**config.mk**
```make
export PLATFORM = sky130hd
export DESIGN_NAME = mdma_stream
export DESIGN_NICKNAME = d
export VERILOG_FILES = /design/src/rtl/mdma_pkg.sv /design/src/rtl/mdma_fifo.sv /design/src/rtl/mdma_seq.sv /design/src/rtl/mdma_stream.sv
export SDC_FILE = /design/constraint.sdc
export NUM_CORES = 1
export LEC_CHECK = 0
export ABC_AREA = 1
export BUFFER_PORTS_ARGS = -buffer_cell sky130_fd_sc_hd__buf_4
export CAP_MARGIN = 20
export CORE_UTILIZATION = 38
export DETAILED_ROUTE_END_ITERATION = 6
export PLACE_DENSITY_LB_ADDON = 0.3
export SETUP_SLACK_MARGIN = 0.1
export SKIP_CTS_REPAIR_TIMING = 1
export SLEW_MARGIN = 20
export SYNTH_ARGS = -nofsm -noshare
export SYNTH_HDL_FRONTEND = slang
export SYNTH_SLANG_ARGS = --single-unit
```
**constraint.sdc**
```tcl
create_clock -name clk -period 4.5 [get_ports clk]
set_input_delay 0.225 -clock clk [delete_from_list [all_inputs] [get_ports clk]]
set_output_delay 0.225 -clock clk [all_outputs]
set_load 0.02 [all_outputs]
```
**src/rtl/mdma_pkg.sv**
```systemverilog
// Shared types for the memory-to-memory stream engine.
// Assumes both memory ports are 16 bits wide.
package mdma_pkg;

    typedef enum logic [1:0] {
        SZ_BYTE = 2'd0,
        SZ_HALF = 2'd1,
        SZ_WORD = 2'd2,
        SZ_BAD  = 2'd3
    } elem_size_e;

    // Number of 16-bit beats (and FIFO entries) one element occupies.
    function automatic logic [1:0] beats_of(elem_size_e s);
        return (s == SZ_WORD) ? 2'd2 : 2'd1;
    endfunction

endpackage

```
**src/rtl/mdma_fifo.sv**
```systemverilog
// Small synchronous FIFO shared by the reader and writer sides.
// Assumes the caller never pushes when full and never pops when empty.
// Push and pop may occur in the same cycle.
module mdma_fifo #(
    parameter int DEPTH = 8,
    parameter int W     = 16,
    localparam int PW   = (DEPTH > 1) ? $clog2(DEPTH) : 1,
    localparam int LVW  = $clog2(DEPTH + 1)
) (
    input  logic           clk,
    input  logic           rst_n,
    input  logic           push,
    input  logic [W-1:0]   push_data,
    input  logic           pop,
    output logic [W-1:0]   head,
    output logic [LVW-1:0] level
);

    logic [W-1:0]  mem [DEPTH];
    logic [PW-1:0] wr_ptr;
    logic [PW-1:0] rd_ptr;

    // Storage write; contents need no reset.
    always_ff @(posedge clk) begin
        if (push) begin
            mem[wr_ptr] <= push_data;
        end
    end

    // Pointer and occupancy bookkeeping.
    always_ff @(posedge clk) begin
        if (!rst_n) begin
            wr_ptr <= '0;
            rd_ptr <= '0;
            level  <= '0;
        end else begin
            if (push) begin
                wr_ptr <= (wr_ptr == PW'(DEPTH - 1)) ? '0 : wr_ptr + 1'b1;
            end
            if (pop) begin
                rd_ptr <= (rd_ptr == PW'(DEPTH - 1)) ? '0 : rd_ptr + 1'b1;
            end
            if (push && !pop) begin
                level <= level + 1'b1;
            end else if (pop && !push) begin
                level <= level - 1'b1;
            end
        end
    end

    // Oldest entry is always visible.
    assign head = mem[rd_ptr];

endmodule

```
**src/rtl/mdma_seq.sv**
```systemverilog
// Address and count sequencer for one side of the stream.
// A load captures a segment. Each step marks one completed beat.
// A 32-bit element takes two steps, and the address advances by the
// signed stride only after the last beat of an element.
module mdma_seq
    import mdma_pkg::*;
#(
    parameter int AW = 32,
    parameter int CW = 16,
    parameter int SW = 16
) (
    input  logic          clk,
    input  logic          rst_n,
    input  logic          load,
    input  logic [AW-1:0] ld_addr,
    input  logic [CW-1:0] ld_count,
    input  logic [SW-1:0] ld_stride,
    input  elem_size_e    ld_size,
    input  logic          step,
    output logic [AW-1:0] beat_addr,
    output logic          second_beat,
    output elem_size_e    size_q,
    output logic          active,
    output logic          done
);

    logic          loaded;
    logic [AW-1:0] base;
    logic [CW-1:0] cnt;
    logic [SW-1:0] stride_q;
    logic [AW-1:0] stride_ext;

    // Sign-extend the stride to the address width.
    assign stride_ext = {{(AW - SW){stride_q[SW-1]}}, stride_q};

    // Segment capture and per-beat advance; a load wins over a step.
    always_ff @(posedge clk) begin
        if (!rst_n) begin
            loaded      <= 1'b0;
            base        <= '0;
            cnt         <= '0;
            stride_q    <= '0;
            size_q      <= SZ_HALF;
            second_beat <= 1'b0;
        end else if (load) begin
            loaded      <= 1'b1;
            base        <= ld_addr;
            cnt         <= ld_count;
            stride_q    <= ld_stride;
            size_q      <= ld_size;
            second_beat <= 1'b0;
        end else if (step) begin
            if (size_q == SZ_WORD && !second_beat) begin
                second_beat <= 1'b1;
            end else begin
                second_beat <= 1'b0;
                base        <= base + stride_ext;
                cnt         <= cnt - 1'b1;
            end
        end
    end

    // Beat address: the upper half of a word sits 2 bytes up.
    assign beat_addr = base + {{(AW - 2){1'b0}}, second_beat, 1'b0};
    assign active    = loaded && (cnt != '0);
    assign done      = loaded && (cnt == '0);

endmodule

```
**src/rtl/mdma_stream.sv**
```systemverilog
// Memory-to-memory stream engine: a reader side fills a shared FIFO
// from a 16-bit read port, and a writer side drains it to a 16-bit
// write port. Assumes single-cycle request/acknowledge beats.
// Descriptor fetch and bus arbitration live elsewhere.
module mdma_stream
    import mdma_pkg::*;
#(
    parameter int FIFO_DEPTH = 8,
    parameter int AW         = 32,
    parameter int CW         = 16,
    parameter int SW         = 16,
    localparam int BW        = 16,
    localparam int LVW       = $clog2(FIFO_DEPTH + 1)
) (
    input  logic          clk,
    input  logic          rst_n,
    input  logic          src_en,
    input  logic          src_load,
    input  logic          src_is_write,
    input  logic [1:0]    src_size,
    input  logic [AW-1:0] src_addr,
    input  logic [CW-1:0] src_count,
    input  logic [SW-1:0] src_stride,
    input  logic          dst_en,
    input  logic          dst_load,
    input  logic          dst_is_read,
    input  logic [1:0]    dst_size,
    input  logic [AW-1:0] dst_addr,
    input  logic [CW-1:0] dst_count,
    input  logic [SW-1:0] dst_stride,
    output logic          rd_req,
    output logic [AW-1:0] rd_addr,
    input  logic          rd_ack,
    input  logic [BW-1:0] rd_data,
    output logic          wr_req,
    output logic [AW-1:0] wr_addr,
    output logic [BW-1:0] wr_data,
    output logic [1:0]    wr_be,
    input  logic          wr_ack,
    output logic          src_done,
    output logic          dst_done,
    output logic          cfg_err,
    output logic          stream_done
);

    logic           push;
    logic           pop;
    logic [BW-1:0]  push_data;
    logic [BW-1:0]  head;
    logic [LVW-1:0] fifo_level;
    logic           src_beat;
    logic           dst_beat;
    logic           src_active;
    logic           dst_active;
    elem_size_e     src_size_q;
    elem_size_e     dst_size_q;
    logic           src_loaded;
    logic           dst_loaded;
    logic           src_dir_bad;
    logic           dst_dir_bad;
    logic           run;
    logic           src_fits;
    logic           dst_holds;

    // Reader address and count sequencing.
    mdma_seq #(.AW(AW), .CW(CW), .SW(SW)) u_src_seq (
        .clk        (clk),
        .rst_n      (rst_n),
        .load       (src_load),
        .ld_addr    (src_addr),
        .ld_count   (src_count),
        .ld_stride  (src_stride),
        .ld_size    (elem_size_e'(src_size)),
        .step       (push),
        .beat_addr  (rd_addr),
        .second_beat(src_beat),
        .size_q     (src_size_q),
        .active     (src_active),
        .done       (src_done)
    );

    // Writer address and count sequencing.
    mdma_seq #(.AW(AW), .CW(CW), .SW(SW)) u_dst_seq (
        .clk        (clk),
        .rst_n      (rst_n),
        .load       (dst_load),
        .ld_addr    (dst_addr),
        .ld_count   (dst_count),
        .ld_stride  (dst_stride),
        .ld_size    (elem_size_e'(dst_size)),
        .step       (pop),
        .beat_addr  (wr_addr),
        .second_beat(dst_beat),
        .size_q     (dst_size_q),
        .active     (dst_active),
        .done       (dst_done)
    );

    // Shared element FIFO.
    mdma_fifo #(.DEPTH(FIFO_DEPTH), .W(BW)) u_fifo (
        .clk      (clk),
        .rst_n    (rst_n),
        .push     (push),
        .push_data(push_data),
        .pop      (pop),
        .head     (head),
        .level    (fifo_level)
    );

    // Direction bits and loaded markers, captured with each segment.
    always_ff @(posedge clk) begin
        if (!rst_n) begin
            src_loaded  <= 1'b0;
            dst_loaded  <= 1'b0;
            src_dir_bad <= 1'b0;
            dst_dir_bad <= 1'b0;
        end else begin
            if (src_load) begin
                src_loaded  <= 1'b1;
                src_dir_bad <= src_is_write;
            end
            if (dst_load) begin
                dst_loaded  <= 1'b1;
                dst_dir_bad <= dst_is_read;
            end
        end
    end

    // Setup checks: direction, size encoding, and matching sizes.
    assign cfg_err = (src_loaded && (src_dir_bad || src_size_q == SZ_BAD)) ||
                     (dst_loaded && (dst_dir_bad || dst_size_q == SZ_BAD)) ||
                     (src_loaded && dst_loaded && src_size_q != dst_size_q);

    assign run = src_en && dst_en && !cfg_err;

    // Room and availability for a whole element at its first beat.
    assign src_fits  = ({1'b0, fifo_level} + (LVW + 1)'(beats_of(src_size_q)))
                       <= (LVW + 1)'(FIFO_DEPTH);
    assign dst_holds = fifo_level >= LVW'(beats_of(dst_size_q));

    // Beat requests and completed handshakes.
    assign rd_req = run && src_active && (src_beat || src_fits);
    assign wr_req = run && dst_active && (dst_beat || dst_holds);
    assign push   = rd_req && rd_ack;
    assign pop    = wr_req && wr_ack;

    // Reader lane select: bytes land in the low half of an entry.
    always_comb begin
        if (src_size_q == SZ_BYTE) begin
            push_data = {8'h00, rd_addr[0] ? rd_data[15:8] : rd_data[7:0]};
        end else begin
            push_data = rd_data;
        end
    end

    // Writer lane steering and byte enables.
    always_comb begin
        if (dst_size_q == SZ_BYTE) begin
            wr_data = {head[7:0], head[7:0]};
            wr_be   = wr_addr[0] ? 2'b10 : 2'b01;
        end else begin
            wr_data = head;
            wr_be   = 2'b11;
        end
    end

    assign stream_done = dst_done && (fifo_level == '0);

endmodule

```
# --- Word-level counts from Yosys, hierarchy flattened ---
# Memories as Yosys holds them, arrays and structs flattened. A register that Yosys moved wholly into a read port is not among the register bits.
# Cells that the tools add are included.
classes:
  mux: 29
  n_lt_le_gt_ge: 2
  n_eq_ne: 9
  bitwise_logic: 1
  addsub: 11
  n_reduce_logical: 46
op_table:
  columns: ["cell", "count"]
  rows:
  - ["$mux W32", 6]
  - ["$mux W16", 8]
  - ["$add A32 B2 Y32", 2]
  - ["$add A32 B32 Y32", 2]
  - ["$logic_not A16 Y1", 2]
  - ["$reduce_bool A16 Y1", 2]
  - ["$sub A16 B1 Y16 const B", 2]
  - ["$logic_and A1 B1 Y1", 21]
  - ["$mux W3", 4]
  - ["$eq A2 B2 Y1 const B", 4]
  - ["$mux W2", 4]
  - ["$mux W4", 2]
  - ["$mux W8", 1]
  - ["$add A3 B1 Y3 const B", 2]
  - ["$eq A3 B3 Y1 const B", 2]
  - ["$logic_or A1 B1 Y1", 6]
  - ["$reduce_bool A2 Y1", 3]
  - ["$add A4 B2 Y5", 1]
  - ["$le A5 B4 Y1 const B", 1]
  - ["$logic_not A1 Y1", 5]
  - ["$add A4 B1 Y4 const B", 1]
  - ["$ge A4 B2 Y1", 1]
  - ["$logic_not A2 Y1", 2]
  - ["$logic_not A4 Y1", 1]
  - ["other kinds (7)", 13]
word_totals:
  register_bits: 148
  elab_cells: 116
  memories: 1
  mem_bits_rw: 128
  in_bits: 158
mem_list:
  columns: ["memory", "words", "width", "rd", "rd_ports_with_merged_regs", "write_ports", "line_no", "source"]
  rows:
  - ["u_fifo.mem", 8, 16, 1, 1, 1, "mdma_fifo.sv:19", "logic [W-1:0] mem [DEPTH];"]

# --- Longest topological paths before layout ---
# Gate-level depths: netlist of run 1.
logic_depth:
  ltp_word: 14
  mapped_depth: 26
  depth_no_buf: 26

# --- By module ---
# A second synthesis of run 1 with hierarchy kept.
hier_totals:
  hier_cells: 2732
  area_unflattened_um2: 18632.9
modules_own_cells:
  columns: ["mod", "instances", "cells_per_inst", "area_per_inst_um2", "seq_area_each_um2"]
  rows:
  - ["mdma_seq at u_dst_seq", 1, 1049, 6080.8, 1361.3]
  - ["mdma_seq at u_src_seq", 1, 1039, 6049.6, 1361.3]
  - ["mdma_fifo", 1, 513, 5758.0, 4103.9]
  - ["mdma_stream", 1, 131, 744.5, 80.1]

# --- Worst setup path before layout of run 1 ---
# OpenSTA, ideal clock, no wires.
synth_path:
  path_kind: "register to register"
  from: "reg u_src_seq.size_q[1]"
  to: "mem u_fifo.mem[3][0] (enable)"
  setup_time_ns: 0.409
  path_slack_ns: 1.255
  n_path_buf: 0
  arrival_ns: 2.835
  stages_incl_launch_ff: 13
  path_cell_list: "dfxtp_1 nand2_2 ha_1 ha_1 nor2_1 nand3_1 nand3_1 nand2_1 nand2_2 nand3_2 inv_1 nand2_1 nor3_1"
synth_via:
  elab_chain_cells: 12
  word_cells_on_any_way: 19
  classes_between: "add/sub: 1; order compare: 1; eq/ne: 3; mux: 3; reduce/logical: 11"
synth_lines:
  columns: ["item", "line_no", "source"]
  rows:
  - ["start, declared", "mdma_seq.sv:22", "output elem_size_e size_q,"]
  - ["start signal, assigned", "mdma_seq.sv:50", "size_q <= ld_size;"]
  - ["parallel branches: the longest is 8 deep, another holds $add A4 B2 Y5", null, null]
  - ["$logic_and A1 B1 Y1 *", "mdma_stream.sv:142", "assign rd_req = run && src_active && (src_beat || src_fits);"]
  - ["$logic_and A1 B1 Y1 *", "mdma_stream.sv:144", "assign push = rd_req && rd_ack;"]
  - ["net push", "mdma_stream.sv:46", "logic push;"]
  - ["$mux W1 *", "mdma_fifo.sv:25", "if (push) begin"]
  - ["$mux W1 (not written as such) *", "mdma_fifo.sv:26", "mem[wr_ptr] <= push_data;"]
  - ["end, declared", "mdma_fifo.sv:19", null]
# Mark *: on every way through the listed nets, which the timed path passes.

# --- Worst setup path after layout of run 1 ---
layout_path:
  from: "reg u_src_seq.size_q[1]"
  to: "reg u_fifo.level[3]"
layout_via:
  elab_chain_cells: 13
  word_cells_on_any_way: 26
  classes_between: "add/sub: 1; order compare: 1; eq/ne: 3; mux: 2; reduce/logical: 19"
layout_lines:
  columns: ["item", "line_no", "source"]
  rows:
  - ["parallel branches: the longest is 8 deep, another holds $add A4 B2 Y5", null, null]
  - ["$logic_and A1 B1 Y1 *", "mdma_stream.sv:142", null]
  - ["$logic_and A1 B1 Y1 *", "mdma_stream.sv:144", null]
  - ["net push", "mdma_stream.sv:46", null]
  - ["$logic_not A1 Y1", "mdma_fifo.sv:45", "end else if (pop && !push) begin"]
  - ["$logic_and A1 B1 Y1", "mdma_fifo.sv:45", null]
  - ["$reduce_bool A2 Y1 (no line)", null, null]
  - ["end signal, assigned", "mdma_fifo.sv:44", "level <= level + 1'b1;"]
  - ["end signal, assigned", "mdma_fifo.sv:46", "level <= level - 1'b1;"]
  - ["end, declared", "mdma_fifo.sv:16", "output logic [LVW-1:0] level"]
# Marked as above.
# A chain may end at the register's enable or synchronous reset.

==> results.yml, run 1 <==
floorplanning:
  dieArea_um2: 50600
  die_h_um: 225
  rows: 81
  pin_count: 246
  die_w_um: 225
  start_util_pct: 38.6
  core_um2: 49000
routing:
  wl_met2_mm: 28.4
  met3_length_mm: 3.58
  dr.pass1.iters: 7
  viasPerCell: 5.06
  drt-initial-drc-count: 1465
  wl_met1_mm: 27.3
  topRoutingLayerUsed: "met5"
  wirelength_mm: 60.9
  via_count: 18900
  drc: 0
  antenna_left: 0
  routedWlPerCell_um: 16.3
cts:
  cts-root-buf: "clkbuf_16"
  clk_path_buf_depth: 3
  cts_made_buffers: 35
  cts_tree: "built"
  worstSkewPairLatency_ns: 0.56
  clock-sinks: 279
  clk_pin_slew_worst_paths_ns: 0.06
  h-tree-depth: 2
sta:
  timing.fmax_mhz: 294
  min_period_ns: 3.40
  rsz0062_at_grt: "no"
  tns_ns: 0
  slew_headroom_pct: 32.4
  tightest_slew_ns: 1.00
  final-hold-violation-count: 6
  whs_ns: -0.00806
  setup_viol: 0
  fin_skew_ns: 0.0159
  report.final.slew_viol_count: 0
  finalCritPeriodShare_pct: 75.5
placed_design:
  dp_hpwl_mm: 45.0
  numPortBuffers: 245
  gp_routability_congestion: 0.911
power_and_ir_drop:
  vdd_drop_max_mv: 0.262
  pwr_density_cell_nw_per_um2: 305
  p_leak_uw: 0.0109
grt:
  grt_max_degree: 91
  grt_pass1_wl_mm: 95.4
  grt_remaining_overflow: 0
  track_usage_pct: 23.8
  first_global_vias: 17900
  antenna_found_initial: 1
synth:
  yosysSeqAreaShare_pct: 36.4
  synth-main-ff-cell: "dfxtp_1"
  syn_nets: 3043
  synthesis.area_um2: 18900
  postSynthAreaPerCell_um2: 6.73
  ys_ff_latch: 279
  synthCells: 2803
  yosysUniqueCellTypes: 49
  ys_warn_count: 0
  synth_edf_count: 128
  synthArstFlopShare_pct: 0
final_layout:
  layout.nets: 3295
  diodes: 0
  areaGrowthSynthToFinish_pct: 21.2
  utilization_pct: 46.7
  drive_gt1_share_pct: 12.5
worst_setup_path:
  cp.arrival_ns: 3.83
  critical_path.endpoint_type: "flop"
  cp_max_fo: 6
  regToRegSetupSlack_ns: 1.10
  critical_path_class: "reg -> reg"
  r2r-start: "u_src_seq.size_q[1]"
  cp.required_ns: 4.94
  cp-endpoint: "u_fifo.level[3]"
  crit_start: "u_src_seq.size_q[1]"
  startpoint_type: "flop"
  r2r_end: "u_fifo.level[3]"
  reg2reg_depth: 23
outcome:
  violations: "hold timing"
  status: "complete, but fails checks"
worst_hold_path:
  min_path_type: "in -> reg"
  hp-start: "src_addr[19]"
run:
  cap_violations: 0
state kept, by name, indices dropped and copies added (netlist names), named ones only:
name,count
u_fifo.wr_ptr,3
u_src_seq.loaded,1
u_fifo.rd_ptr,3
u_fifo.level,4
dst_dir_bad,1
u_src_seq.second_beat,1
u_src_seq.base,32
u_src_seq.cnt,16
u_dst_seq.cnt,16
src_dir_bad,1
u_dst_seq.second_beat,1
u_dst_seq.size_q,2
u_fifo.mem,128
u_src_seq.size_q,2
u_dst_seq.stride_q,16
u_dst_seq.loaded,1
u_dst_seq.base,32
u_src_seq.stride_q,16
worst max-delay path, stage by stage (launching register included):
cell	delay (ns)
dfxtp_1	0.45
nand2_2	0.11
ha_1	0.21
ha_1	0.18
inv_1	0.07
nand2_1	0.07
nand2_1	0.08
nand3_1	0.08
nand3_1	0.09
nand2_1	0.06
nand2_2	0.11
nand3_2	0.13
inv_1	0.21
ha_1	0.22
inv_1	0.09
ha_1	0.32
nand2_1	0.08
nor2_1	0.04
a211oi_1	0.25
nor2_1	0.07
nor2_1	0.09
nand2_1	0.07
o21ai_0	0.15
a21oi_1	0.05
kinds of logic (layout without fill, tap and decap cells):
group / after synthesis / after routing / synth area share (%)
buffers and inverters: 414 / 692 / 8.70
DFF: 279 / 279 / 36.4
and+or+nand+nor: 1597 / 1597 / 35.6
xor gates and xnor gates: 91 / 91 / 4.22
adders and majority gates: 82 / 82 / 5.56
AOI/OAI and AO/OA: 340 / 340 / 9.55
cell usage after synthesis (all sizes together), types with 24 or more instances:
cell	instances	share of area (%)
nand2	835	17
nor2	442	9.0
inv	319	6.4
nand3	197	5.4
o21ai	188	5.0
dfxtp	151	16
edfxtp	128	20
a21oi	97	2.6
ha	79	5.2
xor2	57	2.6
clkbuf	56	1.1
nor3	45	1.5
nand4	40	1.5
buf	37	1.2
xnor2	34	1.6
o22ai	24	0.80
metal layers:
metal | track usage, % | vias up
li1 | - | 9553
met1 | 31.8 | 8725
met3 | 3.62 | 93
met2 | 39.5 | 565
met5 | 0 | -
met4 | 7.29 | 2
worst min-delay path by stage:
stage / endpoint / cells past startpoint
after floorplan: u_dst_seq.size_q[0] / 2
after global placement: u_dst_seq.stride_q[11] / 3
after detailed placement: u_dst_seq.stride_q[5] / 3
after CTS: u_dst_seq.stride_q[5] / 3
after global routing: u_src_seq.base[19] / 5
final: u_src_seq.base[19] / 5
metrics by stage:
stage	setup WS, ns	hold slack [ns]	cell area (um^2)	power (uW)	instances
2_1_floorplan	1.26	0.347	18900	3750	2803
3_3_place_gp	1.24	0.453	21300	4190	3641
3_5_place_dp	1.14	0.455	21300	4210	3641
4_1_cts	1.05	-0.145	22500	7010	3704
5_1_grt	0.687	0.00885	22900	7310	3745
6_report	1.10	-0.00806	22900	6990	3745
area by class of cell:
| cell class | instances | area [um^2] |
|---|---|---|
| fill | 4918 | 26100 |
| multi-input combinational | 2110 | 10400 |
| clock inverter | 23 | 228 |
| timing repair buffer | 308 | 2430 |
| inverter | 321 | 1210 |
| clock buffer | 40 | 915 |
| tap | 664 | 831 |
| sequential | 279 | 6870 |
power breakdown:
part	switching (uW)	leakage (uW)	internal, uW
sequential	127	0.00240	2750
clock	1180	0.000547	1600
combinational	806	0.00794	517
total	2120	0.0109	4870
placed cells by master, fill, tap and decap left out, drive strengths merged, types with 4 or more instances in the layout:
master and count:
clkinv 16, nor3 45, clkbuf 40, xor2 57, nand2 835, dfxtp 151, o22ai 24, o221ai 4
xnor2 34, o21ai 188, dlygate4sd3 39, nand4 40, o21bai 7, clkinvlp 5, ha 79, and2 6
buf 269, a21oi 97, nand3b 17, inv 321, or2 10, nor2 442, nand3 197, a31oi 10
edfxtp 128
(Power assumes the default switching activity.)
==> inputs of run 2 (changes only) <==
Settings changed: ABC_AREA 1 to 0.
Clock period 4.5 ns to 3.2 ns, I/O delays scaled along.
==> run 2 against run 1 <==
- the run ends with hold timing, setup timing left
- die area is 15% lower
- clock power is 37% higher
- non-clock buffer count is 189 higher
- synthesized cell count is 43% lower
- wire length is 22% lower
- global-route usage is 3.1 points lower
- count of clock-buffer cells in the layout is 7 higher
- final cell count is 30% lower
- via count is 26% lower
- cell area is 2.9% lower
- critical path depth is 4 lower
- power is 35% higher
==> results.yml, run 2 <==
outcome:
  status: "complete, but fails checks"
  violations: "hold timing, setup timing"
floorplanning:
  core_um2: 41900
  pin_count: 246
  rows: 75
  die_h_um: 208
  dieArea_um2: 43200
  start_util_pct: 38.4
  die_w_um: 208
placed_design:
  numPortBuffers: 245
  dpl_worst_slack_ns: -0.0359
  gp_routability_congestion: 0.935
  dp_hpwl_mm: 32.9
synth:
  synth_most_common_cell: "nand2_1"
  ys_warn_count: 0
  synth_common_cells: "nand2_1, dfxtp_1, edfxtp_1, a21oi_1, o21ai_0"
  yosysUniqueCellTypes: 81
  synthArstFlopShare_pct: 0
  ys_ff_latch: 279
  postSynthAreaPerCell_um2: 10.1
  synth_edf_count: 128
  syn_nets: 1838
  yosysTopAreaCell: "edfxtp_1"
  synth-main-ff-cell: "dfxtp_1"
  synthesis.area_um2: 16100
  synthCells: 1598
  synth_area_leaders: "edfxtp_1, dfxtp_1, ha_1, mux4_2, xnor2_1"
  yosysTopAreaCellShare_pct: 23.9
  yosysSeqAreaShare_pct: 42.7
routing:
  wirelength_mm: 47.4
  viasPerCell: 5.34
  antenna_left: 0
  via_count: 14000
  drc: 0
  drt-initial-drc-count: 867
  dr.pass1.iters: 5
  routedWlPerCell_um: 18.1
final_layout:
  final.fill_count: 3709
  reg_top3: "u_fifo.mem: 128 flops, u_dst_seq.base: 32 flops, u_src_seq.base: 32 flops"
  largest_register_ff_count: 128
  utilization_pct: 53.1
  layout_commonest_cell: "buf_4"
  drive_gt1_share_pct: 27.9
  layout.nets: 2295
  layout_common_cells: "buf_4, nand2_1, dfxtp_1"
  areaGrowthSynthToFinish_pct: 38.2
  largest-register: "u_fifo.mem"
sta:
  report.final.slew_viol_count: 0
  min_period_ns: 3.27
  tightest_slew_ns: 0.987
  rsz0062_at_grt: "yes"
  final-hold-violation-count: 3
  tns_ns: -0.0687
  setup_viol: 1
  timing.fmax_mhz: 306
  finalCritPeriodShare_pct: 102
  worst_slack_ns: -0.0687
  slew_headroom_pct: 34.1
  fin_skew_ns: 0.0345
  whs_ns: -0.0191
grt:
  grt_max_degree: 66
  track_usage_pct: 20.7
  antenna_found_initial: 3
  grt_remaining_overflow: 0
  grt_pass1_wl_mm: 71.1
  first_global_vias: 13300
cts:
  worstSkewPairLatency_ns: 0.55
  h-tree-depth: 2
  cts_made_buffers: 34
  cts_tree: "built"
  clk_pin_slew_worst_paths_ns: 0.06
  clk_path_buf_depth: 3
  cts-root-buf: "clkbuf_16"
  clock-sinks: 279
run:
  cap_violations: 0
worst_setup_path:
  cp.arrival_ns: 3.73
  cp.required_ns: 3.66
  startpoint_type: "flop"
  cp_max_fo: 3
  critical_path_class: "reg -> reg"
  critical_path.endpoint_type: "flop"
power_and_ir_drop:
  vdd_drop_max_mv: 0.300
  p_leak_uw: 0.00917
  pwr_density_cell_nw_per_um2: 424
worst_hold_path:
  min_path_type: "in -> reg"
[run 2: kinds of logic (layout without fill, tap and decap cells)]
group	Yosys count	after routing	share of synthesized area, %
AOI/OAI and AO/OA	390	390	15.8
xor gates and xnor gates	133	133	7.24
adders and majority gates	83	83	6.58
buffers and inverters	118	601	2.92
DFF	279	279	42.7
muxes	101	101	8.90
other	0	4	0
and+or+nand+nor	494	494	15.8
[run 2: cell type report]
class | instances | area [um^2] | area share [%]
Antenna cell | 4 | 10.0 | 0.0450
Clock buffer | 47 | 961 | 4.32
Clock inverter | 15 | 154 | 0.692
Inverter | 42 | 165 | 0.743
Multi-Input combinational cell | 1201 | 9210 | 41.5
Sequential cell | 279 | 6890 | 31.0
Tap cell | 539 | 674 | 3.03
Timing Repair Buffer | 497 | 4160 | 18.7
[run 2: worst max-delay path: stages, from the launching register on]
cell	delay (ns)
dfxtp_2	0.32
nor2b_4	0.17
inv_4	0.07
ha_4	0.17
ha_4	0.26
nor2_4	0.03
o21ai_0	0.07
a31oi_1	0.13
o311ai_2	0.41
nor2_4	0.06
nand2_2	0.10
inv_4	0.05
ha_4	0.16
inv_4	0.07
ha_4	0.19
a21o_1	0.18
a21oi_2	0.15
xnor2_1	0.10
or3_1	0.35
a21boi_1	0.14
[run 2: metrics by stage]
step / hold WS [ns] / total power (uW) / instances / cell area (um^2)
floorplan: 0.289 / 4900 / 1598 / 16200
global placement: 0.385 / 5440 / 2407 / 19300
detailed placement: 0.389 / 5470 / 2407 / 19300
CTS: -0.194 / 9320 / 2469 / 20400
global route: 0.00319 / 9810 / 2623 / 22200
finish: -0.0191 / 9420 / 2624 / 22200
[run 2: metal layers]
layer	routed length, um	vias up	global-route usage, %
met5	0	-	0
met4	1560	0	7.87
met3	2640	96	3.92
met2	22000	405	33.3
met1	21200	6708	27.6
li1	-	6814	-
[run 2: path summary, 6_finish.rpt]
path                            cells past startpoint           startpoint  slack (ns)                to
worst max-delay path                               19  u_src_seq.size_q[1]       -0.07   u_fifo.level[3]
worst min-delay path                                4         src_count[9]       -0.02  u_src_seq.cnt[9]
worst min register to register                      2     u_dst_seq.cnt[6]        0.48  u_dst_seq.cnt[6]
worst max register to register                     19  u_src_seq.size_q[1]       -0.07   u_fifo.level[3]
[run 2: where the power goes]
group          total, uW  internal (uW)  switching [uW]
Combinational       1620            800             819
Sequential          3970           3850             117
Clock               3820           2280            1540
